$ cat config.mk
export PLATFORM = sky130hd
export DESIGN_NAME = lsu_lane_align
export DESIGN_NICKNAME = d
export VERILOG_FILES = /design/src/rtl/lsu_lane_pkg.sv /design/src/rtl/lsu_addr_gen.sv /design/src/rtl/lsu_store_lane.sv /design/src/rtl/lsu_load_extract.sv /design/src/rtl/lsu_lane_align.sv
export SDC_FILE = /design/constraint.sdc
export NUM_CORES = 1
export LEC_CHECK = 0
export ABC_CLOCK_PERIOD_IN_PS = 6300
export BUFFER_PORTS_ARGS = -buffer_cell sky130_fd_sc_hd__buf_2
export CORE_ASPECT_RATIO = 0.6
export CORE_MARGIN = 3
export CORE_UTILIZATION = 51
export CTS_CLUSTER_SIZE = 8
export DETAILED_ROUTE_END_ITERATION = 10
export GPL_TIMING_DRIVEN = 1
export PLACE_DENSITY = 0.88
export SLEW_MARGIN = 20
export SYNTH_ARGS = -nofsm -noshare
export SYNTH_HDL_FRONTEND = slang
export SYNTH_HIERARCHICAL = 1
export SYNTH_SLANG_ARGS = --single-unit
$ cat constraint.sdc
create_clock -name clk -period 6.3 [get_ports clk]
set_clock_uncertainty 0.1 [all_clocks]
set_input_delay 1.26 -clock clk [delete_from_list [all_inputs] [get_ports clk]]
set_output_delay 1.26 -clock clk [all_outputs]
set_load 0.1 [all_outputs]
$ cat src/rtl/lsu_lane_pkg.sv
`timescale 1ns/1ps
package lsu_lane_pkg;

  typedef enum logic [2:0] {
    OP_LW  = 3'd0,
    OP_LB  = 3'd1,
    OP_LBU = 3'd2,
    OP_SW  = 3'd3,
    OP_SB  = 3'd4
  } lsu_op_e;

  function automatic logic op_is_load(input logic [2:0] op);
    return (op == OP_LW) || (op == OP_LB) || (op == OP_LBU);
  endfunction

  function automatic logic op_is_store(input logic [2:0] op);
    return (op == OP_SW) || (op == OP_SB);
  endfunction

  function automatic logic op_is_word(input logic [2:0] op);
    return (op == OP_LW) || (op == OP_SW);
  endfunction

  function automatic logic op_is_byte(input logic [2:0] op);
    return (op == OP_LB) || (op == OP_LBU) || (op == OP_SB);
  endfunction

endpackage

$ cat src/rtl/lsu_addr_gen.sv
`timescale 1ns/1ps
module lsu_addr_gen #(
  parameter int DATA_W = 32,
  parameter int OFFS_W = 12,
  parameter int LANE_W = 2
) (
  input  logic              req_valid,
  input  logic [2:0]        req_op,
  input  logic [DATA_W-1:0] base_val,
  input  logic [OFFS_W-1:0] offs_imm,
  output logic [DATA_W-1:0] word_addr,
  output logic [LANE_W-1:0] lane,
  output logic              misal
);
  import lsu_lane_pkg::*;

  function automatic logic [DATA_W-1:0] widen_offs(input logic [OFFS_W-1:0] o);
    return {{(DATA_W-OFFS_W){o[OFFS_W-1]}}, o};
  endfunction

  logic [DATA_W-1:0] eff_addr;

  always_comb begin
    eff_addr  = base_val + widen_offs(offs_imm);
    word_addr = {eff_addr[DATA_W-1:LANE_W], {LANE_W{1'b0}}};
    lane      = eff_addr[LANE_W-1:0];
    misal     = req_valid && op_is_word(req_op) && (eff_addr[LANE_W-1:0] != '0);
  end

endmodule

$ cat src/rtl/lsu_store_lane.sv
`timescale 1ns/1ps
module lsu_store_lane #(
  parameter int DATA_W = 32,
  parameter int LANES  = 4,
  parameter int LANE_W = 2
) (
  input  logic              req_valid,
  input  logic [2:0]        req_op,
  input  logic [LANE_W-1:0] lane,
  input  logic              misal,
  input  logic [DATA_W-1:0] st_data,
  output logic              wr_en,
  output logic [LANES-1:0]  byte_en,
  output logic [DATA_W-1:0] wr_data
);
  import lsu_lane_pkg::*;

  localparam int BYTE_W = DATA_W / LANES;

  logic [DATA_W-1:0] repl_data;

  for (genvar g = 0; g < LANES; g++) begin : g_repl
    assign repl_data[g*BYTE_W +: BYTE_W] = st_data[BYTE_W-1:0];
  end

  function automatic logic [LANES-1:0] lane_mask(input logic [LANE_W-1:0] l);
    return {{(LANES-1){1'b0}}, 1'b1} << l;
  endfunction

  always_comb begin
    wr_en   = req_valid && op_is_store(req_op) && !misal;
    byte_en = '0;
    wr_data = st_data;
    if (req_valid && (req_op == OP_SW)) begin
      byte_en = '1;
    end else if (req_valid && (req_op == OP_SB)) begin
      byte_en = lane_mask(lane);
      wr_data = repl_data;
    end
  end

endmodule

$ cat src/rtl/lsu_load_extract.sv
`timescale 1ns/1ps
module lsu_load_extract #(
  parameter int DATA_W = 32,
  parameter int LANES  = 4,
  parameter int LANE_W = 2
) (
  input  logic              clk,
  input  logic              rst_n,
  input  logic              capture,
  input  logic [2:0]        req_op,
  input  logic [LANE_W-1:0] lane,
  input  logic [DATA_W-1:0] mem_rdata,
  output logic              load_valid,
  output logic [DATA_W-1:0] load_result
);
  import lsu_lane_pkg::*;

  localparam int BYTE_W = DATA_W / LANES;

  logic [DATA_W-1:0] rdata_q;
  logic [LANE_W-1:0] lane_q;
  logic [2:0]        op_q;
  logic              valid_q;
  logic [BYTE_W-1:0] lane_bytes [LANES];
  logic [BYTE_W-1:0] sel_byte;

  always_ff @(posedge clk or negedge rst_n) begin
    if (!rst_n) begin
      rdata_q <= '0;
      lane_q  <= '0;
      op_q    <= OP_LW;
      valid_q <= 1'b0;
    end else begin
      valid_q <= capture;
      if (capture) begin
        rdata_q <= mem_rdata;
        lane_q  <= lane;
        op_q    <= req_op;
      end
    end
  end

  for (genvar g = 0; g < LANES; g++) begin : g_lane
    assign lane_bytes[g] = rdata_q[g*BYTE_W +: BYTE_W];
  end

  assign sel_byte = lane_bytes[lane_q];

  function automatic logic [DATA_W-1:0] extend_byte(input logic [BYTE_W-1:0] b,
                                                    input logic            signed_ext);
    return {{(DATA_W-BYTE_W){signed_ext & b[BYTE_W-1]}}, b};
  endfunction

  always_comb begin
    if (op_q == OP_LW) load_result = rdata_q;
    else               load_result = extend_byte(sel_byte, op_q == OP_LB);
  end

  assign load_valid = valid_q;

endmodule

$ cat src/rtl/lsu_lane_align.sv
`timescale 1ns/1ps
module lsu_lane_align #(
  parameter int DATA_W = 32,
  parameter int OFFS_W = 12,
  parameter int LANES  = DATA_W / 8
) (
  input  logic              clk,
  input  logic              rst_n,
  input  logic              req_valid,
  input  logic [2:0]        req_op,
  input  logic [DATA_W-1:0] base_val,
  input  logic [OFFS_W-1:0] offs_imm,
  input  logic [DATA_W-1:0] st_data,
  input  logic [DATA_W-1:0] mem_rdata,
  output logic [DATA_W-1:0] mem_addr,
  output logic [DATA_W-1:0] wr_data,
  output logic [LANES-1:0]  byte_en,
  output logic              wr_en,
  output logic              misaligned,
  output logic              load_valid,
  output logic [DATA_W-1:0] load_result
);
  import lsu_lane_pkg::*;

  localparam int LANE_W = $clog2(LANES);

  // Named internal events, used by the bound checker
  logic [LANE_W-1:0] ea_lane;
  logic              acc_load;
  logic              acc_word;
  logic              acc_byte;
  logic              load_capture;

  assign acc_load     = op_is_load(req_op);
  assign acc_word     = op_is_word(req_op);
  assign acc_byte     = op_is_byte(req_op);
  assign load_capture = req_valid && acc_load;

  lsu_addr_gen #(.DATA_W(DATA_W), .OFFS_W(OFFS_W), .LANE_W(LANE_W)) i_addr (
    .req_valid (req_valid),
    .req_op    (req_op),
    .base_val  (base_val),
    .offs_imm  (offs_imm),
    .word_addr (mem_addr),
    .lane      (ea_lane),
    .misal     (misaligned)
  );

  lsu_store_lane #(.DATA_W(DATA_W), .LANES(LANES), .LANE_W(LANE_W)) i_store (
    .req_valid (req_valid),
    .req_op    (req_op),
    .lane      (ea_lane),
    .misal     (misaligned),
    .st_data   (st_data),
    .wr_en     (wr_en),
    .byte_en   (byte_en),
    .wr_data   (wr_data)
  );

  lsu_load_extract #(.DATA_W(DATA_W), .LANES(LANES), .LANE_W(LANE_W)) i_load (
    .clk         (clk),
    .rst_n       (rst_n),
    .capture     (load_capture),
    .req_op      (req_op),
    .lane        (ea_lane),
    .mem_rdata   (mem_rdata),
    .load_valid  (load_valid),
    .load_result (load_result)
  );

endmodule

Yosys cells after proc, flatten, opt, wreduce, memory -nomap -nowiden:

Cells that the tools add are included.

* $add $sub $neg: 1
* $lt $le $gt $ge: 1
* eq/ne operators: 5
* shifts and indexed selects: 1
* mux-type cells: 8
* bitwise logic cells: 2
* reductions and logical operators: 15

Operators with widths (count)
* $mux W32: 3
* $add A32 B32 Y32: 1
* $bmux W8 S2: 1
* $mux W8: 2
* $mux W4: 2
* $logic_and A1 B1 Y1: 7
* $eq A3 B1 Y1 const B: 2
* $eq A3 B2 Y1 const B: 2
* $logic_not A3 Y1: 2
* $logic_or A1 B1 Y1: 4
* $shl A1 B2 Y4 const A: 1
* $eq A3 B3 Y1 const B: 1
* $ge A3 B3 Y1 const B: 1
* $not A2 Y3: 1
* $reduce_bool A2 Y1: 1
* $and A1 B1 Y1: 1
* $logic_not A1 Y1: 1

* register bits after elaboration: 38
* input bits: 114
* output and inout bits: 103
* word-level logic and storage cells: 37

Logic depth before layout (Yosys ltp):

Gate-level depths: netlist of run 1.

* depth in word-level cells: 6
* mapped depth: 9
* mapped depth without buffers: 9

By module:

The synthesis of run 1 kept the hierarchy.

Modules (own cells, without submodules)
* lsu_load_extract: instances 1, cells an instance 196, area an instance 2044.5 µm², sequential area each 950.9 µm²
* lsu_addr_gen: instances 1, cells an instance 239, area an instance 1788.0 µm², sequential area each 0.0 µm²
* lsu_store_lane: instances 1, cells an instance 48, area an instance 559.3 µm², sequential area each 0.0 µm²
* lsu_lane_align: instances 1, cells an instance 2, area an instance 16.3 µm², sequential area each 0.0 µm²

Worst setup path before layout of run 1:

OpenSTA, ideal clock, no wires.

* kind: input -> output
* from: input port base_val[0]
* to: output port wr_en
* arrival time: 7.359 ns
* required time: 4.940 ns
* path slack: -2.419 ns
* cell stages on the path: 5
* path buffers: 0
* cells stage by stage: ha_1 > fa_1 > nor2_1 > nor4b_1 > a211oi_1

* longest elaborated chain between the ends: 5

Ends and longest elaborated chain
* start, declared: line lsu_lane_align.sv:11 `input logic [DATA_W-1:0] base_val,`
* $add A32 B32 Y32: line lsu_addr_gen.sv:24 `eff_addr = base_val + widen_offs(offs_imm);`
* named net ea_lane[1]: line lsu_lane_align.sv:28 `logic [LANE_W-1:0] ea_lane;`
* $reduce_bool A2 Y1: line lsu_addr_gen.sv:27 `misal = req_valid && op_is_word(req_op) && (eff_addr[LANE_W-1:0] != '0);`
* $logic_and A1 B1 Y1: line lsu_addr_gen.sv:27
* named net misaligned: line lsu_lane_align.sv:19 `output logic misaligned,`
* $logic_not A1 Y1: line lsu_store_lane.sv:31 `wr_en = req_valid && op_is_store(req_op) && !misal;`
* $logic_and A1 B1 Y1: line lsu_store_lane.sv:31
* end, declared: line lsu_lane_align.sv:18 `output logic wr_en,`

The timed path passes the listed nets, and every way through them passes these cells.

Worst setup path in the final report of run 1:

* from: input port offs_imm[11]
* to: output port mem_addr[30]

* longest elaborated chain between the ends: 1

Ends and longest elaborated chain
* start, declared: line lsu_lane_align.sv:12 `input logic [OFFS_W-1:0] offs_imm,`
* $add A32 B32 Y32: line lsu_addr_gen.sv:24
* end, declared: line lsu_lane_align.sv:15 `output logic [DATA_W-1:0] mem_addr,`

Every way passes these cells.

==> results.md, run 1 <==
Global routing:
- The sum of overflow across all layers after global routing is 0.
- The overall fraction of global-route tracks in use is 28.66%.
- The first global-routing pass estimated 23210 µm of wire.
- Entering global routing, the biggest net connects 46 pins.
- The initial antenna violation count came to 0.
- The number of global-route vias before repair is 4443.

Synthesis:
- The number of storage elements in the synthesis netlist is 38.
- The synthesized netlist contains 75 unique library cells.
- Counting flops with a built-in enable in the synthesized netlist gives 0.
- Sequential elements use 21.57% of the synthesized area.
- The warning count from the yosys run is 6.
- The count of mapped cells out of synthesis is 485.
- The average instance in the mapped netlist occupies 9.089 µm².
- For this run, the leading register cell type out of synthesis is sky130_fd_sc_hd__dfrtp_1.
- The synthesized netlist occupies a cell area of 4408 µm².
- The proportion of synthesized flip-flops having asynchronous set or reset is 100.0%.

Routing:
- After detailed routing, the number of vias per cell comes to 5.954.
- The post-route antenna net violation count is 0.
- Wires add up to 14510 µm.
- In the routed design, unresolved DRC markers number 0.
- The number of detailed-route iterations in the first pass is 5.
- The count of routing violations after the opening detailed-route iteration is 326.
- The routed length per instance is 18.65 µm.
- Across all layers, the routed design uses 4632 vias.

Layout:
- The net count reported at finish is 815.
- The repair_antennas step left the layout with diodes totalling 0.
- The most frequent standard cell in the layout excluding fill and tap cells is sky130_fd_sc_hd__buf_2.
- In the layout the commonest cells are sky130_fd_sc_hd__buf_2 (214), sky130_fd_sc_hd__a21oi_1 (51), sky130_fd_sc_hd__dfrtp_1 (38).
- Measured on the finished design, the core utilization comes to 68.65%.
- Excluding fillers, the count of instances in the completed layout stands at 778.
- Relative to the synthesized area, the layout overhead comes to 26.65%.
- The fraction of layout cells with a size suffix above 1 is 45.67%.
- After routing the design area is 5583 µm².

Power:
- VDD sags by at most 0.2415 mV.
- After layout, the design draws a total of 2.103 mW.
- Cell internal power was estimated by the tool at 824.5 µW.
- The switching power summed over all nets is 1.279 mW.
- The total power per unit cell area is 376.7 nW/µm².
- The combinational fraction of design power is 67.4%.
- The portion of total power attributed to the clock network is 16.2%.
- The fraction of power spent switching nets is 60.80%.
- The static power due to leakage is 2.867 nW.
- The part of the power in registers is 16.4%.

Timing:
- The final worst hold slack is 0.4397 ns.
- The count of final max-slew check failures came to 0.
- Measured against its own limit, the worst slew margin works out to 33.05%.
- Setup violations remaining at the end of the flow were counted as 0.
- The count of endpoints failing hold in the final timing report is 0.
- The slew at the pin with the worst max-slew slack is 1.004 ns.
- The worst path uses 86.69% of the clock period.
- Setup repair after global routing left no endpoint under its margin.
- For this run, the top clock speed supported by timing is 183.1 MHz.
- The final critical-path required period is 5.461 ns.

Clocking:
- The clock passes through at most 2 buffers.
- The clock drives 38 sinks.
- After clock tree synthesis, the clock-pin slew on the worst setup and hold paths is 0.05 ns.
- The clock tree from TritonCTS is yes.
- In this run, post-CTS repair resized a total of 0 instances.
- The total clock buffers created by CTS is 5.
- The clock tree synthesis step divided the H-tree into 2 levels.
- For the worst-skew pair, the clock arrives at the later sink with an insertion delay of 0.28 ns.
- The tree is rooted in a sky130_fd_sc_hd__clkbuf_16.
- Hold repair after CTS inserted 0 buffers.
- In this run the post-CTS setup repair buffer count came out at 0.

Worst setup path:
- The endpoint arrival time on the critical path is 4.10 ns.
- The critical path goes through buf_2 > ha_1 > a21o_1 > a211o_1 > o311ai_2 > o221ai_1 > nor3b_1 > a21oi_1 > o311ai_1 > buf_2.
- The largest single stage delay on the critical path is 0.48 ns.
- For the worst setup path, the data required time is 4.94 ns.
- The critical path's top delay family is compound AO/OA/AOI/OAI gates.
- STA classifies the critical path endpoint as an output pin.
- For this design, the slowest cell found on the critical path is sky130_fd_sc_hd__buf_2.
- The type of the worst setup path is primary input to output pin.
- The critical path's most frequent cell is sky130_fd_sc_hd__buf_2.
- The maximum net fanout on the critical path is 21.
- The total buffers and inverters traversed by the critical path is 2.
- STA classifies the critical path startpoint as a primary input.

Die:
- The die is 78.02 µm tall.
- The starting density of the core is 54.20%.
- The horizontal die dimension is 126.0 µm.
- Pin placement for this block handled 217 I/O pins.
- The die covers 9831 µm².
- The core footprint is 8133 µm².
- The floorplan has 25 rows.

Place:
- In this run the tool buffered the top-level ports with 214 buffer cells.
- The cell count after placement is 770.
- The wire-length estimate of the detail-placed layout is 11640 µm.
- Routability-driven placement finished with a final weighted congestion of 0.9835.
- The placed standard-cell area is 5384 µm².

Run:
- The max-cap check violation count is 0.

Status:
- The run finished with clean final reports.

Worst hold path:
- The worst hold path belongs to the class flop to flop.
-- registers in the layout (all words and copies together), names as in the netlist --
register / cells
i_load/rdata_q: 32
i_load/lane_q: 2
i_load/op_q: 3
i_load/load_valid: 1
-- synth_stat cells (all sizes together), types with 6 or more instances --
cell type / count / area share (%)
inv: 13 / 1.1
mux2: 55 / 16
clkbuf: 11 / 0.94
nand2: 34 / 2.9
a21o: 22 / 3.8
dfrtp: 38 / 22
o221a: 7 / 1.8
ha: 31 / 8.8
nand2b: 26 / 3.7
xnor2: 16 / 3.2
o21ai: 22 / 2.6
buf: 28 / 5.0
a21oi: 52 / 6.0
nand4: 6 / 0.85
mux2i: 9 / 2.0
nor2: 19 / 1.6
nand3: 9 / 1.0
a31oi: 11 / 1.9
xor2: 13 / 2.6
-- routing by layer --
| metal | up-vias | GRT usage, % | part of all wire, % |
|---|---|---|---|
| li1 | 2155 | - | - |
| met1 | 2208 | 43.01 | 46 |
| met2 | 253 | 42.58 | 44 |
| met3 | 16 | 5.982 | 9.3 |
| met4 | 0 | 5.567 | 1.1 |
| met5 | - | 0 | 0 |
-- per-stage QoR --
step | setup TNS, ns | worst slack, ns
after floorplan | -0.2668 | -0.2668
after global placement | 0 | 0.9516
after detailed placement | 0 | 0.9200
after CTS | 0 | 0.9056
after global routing | 0 | 0.6986
final | 0 | 0.8386
-- cell families after synthesis --
logic type / share of synthesized area (%)
and+or+nand+nor: 14.53
xor gates and xnor gates: 5.762
buffers and inverters: 7.011
muxes: 18.31
adders and majority gates: 9.253
AOI/OAI and AO/OA: 23.47
DFF: 21.57
other: 0.08507
-- power groups by stage --
| stage | Clock (mW) | Sequential (mW) | Combinational, mW |
|---|---|---|---|
| CTS | 0.345 | 0.343 | 1.41 |
| global route | 0.359 | 0.353 | 1.47 |
| floorplan | 0 | 0.316 | 1.21 |
| global placement | 0 | 0.343 | 1.39 |
| detailed placement | 0 | 0.348 | 1.41 |
| finish | 0.341 | 0.345 | 1.42 |
-- layout make-up --
| cell class | instances | area [µm²] |
|---|---|---|
| inverter | 13 | 48.80 |
| clock buffer | 6 | 138.9 |
| tap | 108 | 135.1 |
| multi-input combinational | 396 | 3171 |
| clock inverter | 2 | 60.06 |
| fill | 668 | 2550 |
| sequential | 38 | 950.9 |
| timing repair buffer | 215 | 1079 |
-- worst paths after layout --
kind                                                start                             end  slack [ns]  cells after the start
setup / recovery                             offs_imm[11]                    mem_addr[30]        0.84                     10
hold / removal             i_load/rdata_q[25]$_DFFE_PN0P_  i_load/rdata_q[25]$_DFFE_PN0P_        0.44                      1
setup reg to reg             i_load/lane_q[1]$_DFFE_PN0P_    i_load/lane_q[1]$_DFFE_PN0P_        4.92                      1
hold reg to reg            i_load/rdata_q[25]$_DFFE_PN0P_  i_load/rdata_q[25]$_DFFE_PN0P_        0.44                      1
max in group asynchronous                           rst_n      i_load/op_q[1]$_DFFE_PN0P_        4.56                      1
min in group asynchronous                           rst_n  i_load/rdata_q[14]$_DFFE_PN0P_        0.99                      1
No activity file was read; power rests on OpenSTA's default activity.
==> run 2, diff against run 1 <==
ABC_CLOCK_PERIOD_IN_PS = unset   (was 6300)
CORE_UTILIZATION = 50   (was 51)
PLACE_DENSITY = 0.86   (was 0.88)
==> results.md, run 2 (synthesis results as in run 1) <==
Die:
- The height of the die was 78.73 µm (+0.92%).
- The full die area was 10020 µm² (+1.9%).
- The starting density of the core is 53.58% (-0.62 points).
- The horizontal die dimension is 127.2 µm (+0.95%).
- The core footprint was 8227 µm² (+1.2%).
- The site row count is 25 (unchanged).
- The count of boundary I/O pins is 217 (unchanged).

Worst setup path:
- The total buffers and inverters traversed by the critical path is 2 (unchanged).
- The endpoint arrival time on the critical path is 4.21 ns (+0.11 ns).
- The nature of the critical path endpoint is an output pin.
- The setup slack of the worst register-to-register path came to 4.89 ns (-0.03 ns).
- The largest incremental delay on the critical path was 0.59 ns (+0.11 ns).
- The endpoint identified for the worst register-to-register timing path is i_load/lane_q[1]$_DFFE_PN0P_.
- In this run the critical register-to-register path is launched from i_load/lane_q[1]$_DFFE_PN0P_.
- The most critical setup path has its endpoint at mem_addr[31].
- The required time of the critical path is 4.94 ns (about the same).
- STA classifies the critical path startpoint as a primary input.
- The launch point of the critical path is offs_imm[11].
- The worst-path cell with the longest stage delay is sky130_fd_sc_hd__a2111oi_1.
- The critical path depth in cells was 10 (unchanged).
- The critical path's top delay family is compound AO/OA/AOI/OAI gates.
- The maximum net fanout on the critical path is 21 (unchanged).
- The critical path is of the primary input to output pin type.
- The worst-case reg-to-reg path depth is 1 (unchanged).
- Walking the worst path, the cells encountered are buf_2 > ha_1 > a21o_1 > a21o_1 > a21oi_1 > nor2_1 > a2111oi_1 > o21ai_0 > or3_1 > buf_2.

Timing:
- Setup repair after global routing left no endpoint under its margin.
- The final worst hold slack is 0.4373 ns (-0.002385 ns).
- The slew at the pin with the worst max-slew slack came to 1.006 ns (+0.001979 ns).
- The share of the clock period used by the worst path came to 88.37% (+1.7 points).
- The count of final max-slew check failures was 0 (unchanged).
- The maximum operating frequency is 179.6 MHz (-1.9%).
- The total setup violations reported at the end of the flow was 0 (unchanged).
- The count of endpoints failing hold in the final timing report came to 0 (unchanged).
- The final critical-path required period is 5.568 ns (+0.1062 ns).
- The worst-case headroom to the max-slew limit is 32.91% (-0.13 points).

Power:
- The switching power summed over all nets was 1.271 mW (-0.62%).
- The fraction of power spent switching nets is 63.08% (+2.3 points).
- The total power per unit cell area came to 364.1 nW/µm² (-3.3%).
- The part of the power in registers is 17.1% (+0.7 points).
- The static power due to leakage came to 2.844 nW (-0.81%).
- The internal power summed over all cells is 743.6 µW (-9.8%).
- The portion of total power attributed to the clock network is 12.4% (-3.8 points).
- The combinational fraction of design power was 70.4% (+3.0 points).
- The worst ir drop on vdd is 0.2343 mV (-3.0%).

Layout:
- The final cell count without fillers came to 778 (unchanged).
- The fraction of layout cells with a size suffix above 1 came to 45.52% (-0.15 points).
- The number of filler cells placed in the layout is 697 (+4.3%).
- The number of flip-flops in the largest register is 32 (unchanged).
- The sequential cell area is 950.9 µm² (unchanged).
- The growth of design area from synthesis to finish is 25.49%.
- The number of antenna repair diodes came to 0 (unchanged).
- In the layout the commonest cells are sky130_fd_sc_hd__buf_2 (214), sky130_fd_sc_hd__a21oi_1 (51), sky130_fd_sc_hd__dfrtp_1 (38).
- The most frequent standard cell in the layout excluding fill and tap cells is sky130_fd_sc_hd__buf_2.
- In the final layout, the registers with the most flip-flops are i_load/rdata_q: 32 flops, i_load/op_q: 3 flops, i_load/lane_q: 2 flops.
- The area used by multi-input combinational logic came to 3171 µm² (unchanged).
- The net count reported at finish is 815 (unchanged).
- The summed area of non-filler cells in the final layout is 5532 µm² (-0.92%).
- The register with the most flip-flops in the final layout is i_load/rdata_q.

Routing:
- The number of detailed-route iterations in the first pass is 4 (-1).
- The final routed wirelength across all metal layers came to 14510 µm (about the same).
- The number of vias per cell after detailed routing is 5.781 (-2.9%).
- The post-route antenna net violation count was 0 (unchanged).
- The remaining design rule violation count came to 0 (unchanged).
- The routed length per instance is 18.65 µm (about the same).
- The count of routing violations after the opening detailed-route iteration is 328 (+0.61%).
- The via count was 4498 (-2.9%).

Place:
- The placed standard-cell area came to 5384 µm² (unchanged).
- The cell count after placement is 770 (unchanged).
- The detailed-placement wirelength estimate was 11730 µm (+0.71%).
- The placer congestion estimate is 0.9258 (-5.9%).
- The number of buffers added on ports is 214 (unchanged).

Global routing:
- The sum of overflow across all layers after global routing is 0 (unchanged).
- The overall fraction of global-route tracks in use is 27.63% (-1.0 points).
- The number of global-route vias before repair is 4366 (-1.7%).
- The global-route wire length before repair came to 22510 µm (-3.0%).
- The largest net degree at the start of global routing is 46 (unchanged).
- The initial antenna violation count is 0 (unchanged).

Status:
- The flow ran to the end, and the final reports show no timing, DRC or antenna violations.

Clocking:
- The clock root buffer master is sky130_fd_sc_hd__clkbuf_16.
- The count of cells resized by post-cts repair came to 0 (unchanged).
- The total clock buffers created by CTS is 5 (unchanged).
- The clock slew at the register clock pins of the worst setup and hold paths came to 0.06 ns (about the same).
- TritonCTS built the clock tree.
- The number of buffers added to fix hold violations after cts came to 0 (unchanged).
- The number of clock sinks seen by CTS was 38 (unchanged).
- The number of buffers inserted by post-CTS setup repair is 0 (unchanged).
- The worst-skew pair later-pin latency is 0.28 ns (about the same).
- The number of levels the H-tree was split into is 2 (unchanged).
- The maximum clock insertion buffer count is 2 (unchanged).

Worst hold path:
- The type of the tightest min-delay check is flop to flop.

Run:
- The max-cap check violation count is 0 (unchanged).
-- run 2: power groups by stage --
stage	Clock [mW]	Sequential, mW	Combinational, mW
after CTS	0.256	0.344	1.41
final	0.251	0.345	1.42
after global placement	0	0.343	1.39
after global routing	0.264	0.353	1.47
after floorplan	0	0.316	1.21
after detailed placement	0	0.348	1.41
-- run 2: worst min path at each step --
stage	to	depth (start not counted)	startpoint
floorplan	i_load/rdata_q[7]$_DFFE_PN0P_	1	i_load/rdata_q[7]$_DFFE_PN0P_
global placement	i_load/rdata_q[7]$_DFFE_PN0P_	1	i_load/rdata_q[7]$_DFFE_PN0P_
detailed placement	i_load/rdata_q[7]$_DFFE_PN0P_	1	i_load/rdata_q[7]$_DFFE_PN0P_
CTS	i_load/rdata_q[7]$_DFFE_PN0P_	1	i_load/rdata_q[7]$_DFFE_PN0P_
global route	i_load/rdata_q[10]$_DFFE_PN0P_	1	i_load/rdata_q[10]$_DFFE_PN0P_
finish	i_load/rdata_q[1]$_DFFE_PN0P_	1	i_load/rdata_q[1]$_DFFE_PN0P_
-- run 2: metrics by stage --
step | util (%) | power, mW | TNS [ns] | setup slack [ns]
after floorplan | - | 1.530 | -0.2668 | -0.2668
after global placement | 65.44 | 1.736 | 0 | 0.8647
after detailed placement | 65.44 | 1.757 | 0 | 0.8381
after CTS | 67.24 | 2.013 | 0 | 0.8185
after global routing | 67.24 | 2.084 | 0 | 0.5455
final | 67.24 | 2.014 | 0 | 0.7324
-- run 2: cell type report --
cell class / count / share of cell area, %
Inverter: 13 / 0.8822
Clock buffer: 7 / 2.579
Sequential cell: 38 / 17.19
Timing Repair Buffer: 215 / 19.50
Tap cell: 108 / 2.443
Clock inverter: 1 / 0.09048
Multi-Input combinational cell: 396 / 57.32
-- run 2: per-layer routing --
metal	vias to the layer above	track usage (%)	wire (µm)
li1	2152	-	-
met1	2121	38.72	6599
met2	199	45.09	6692
met3	26	5.578	1002
met4	0	4.176	213
met5	-	0	0
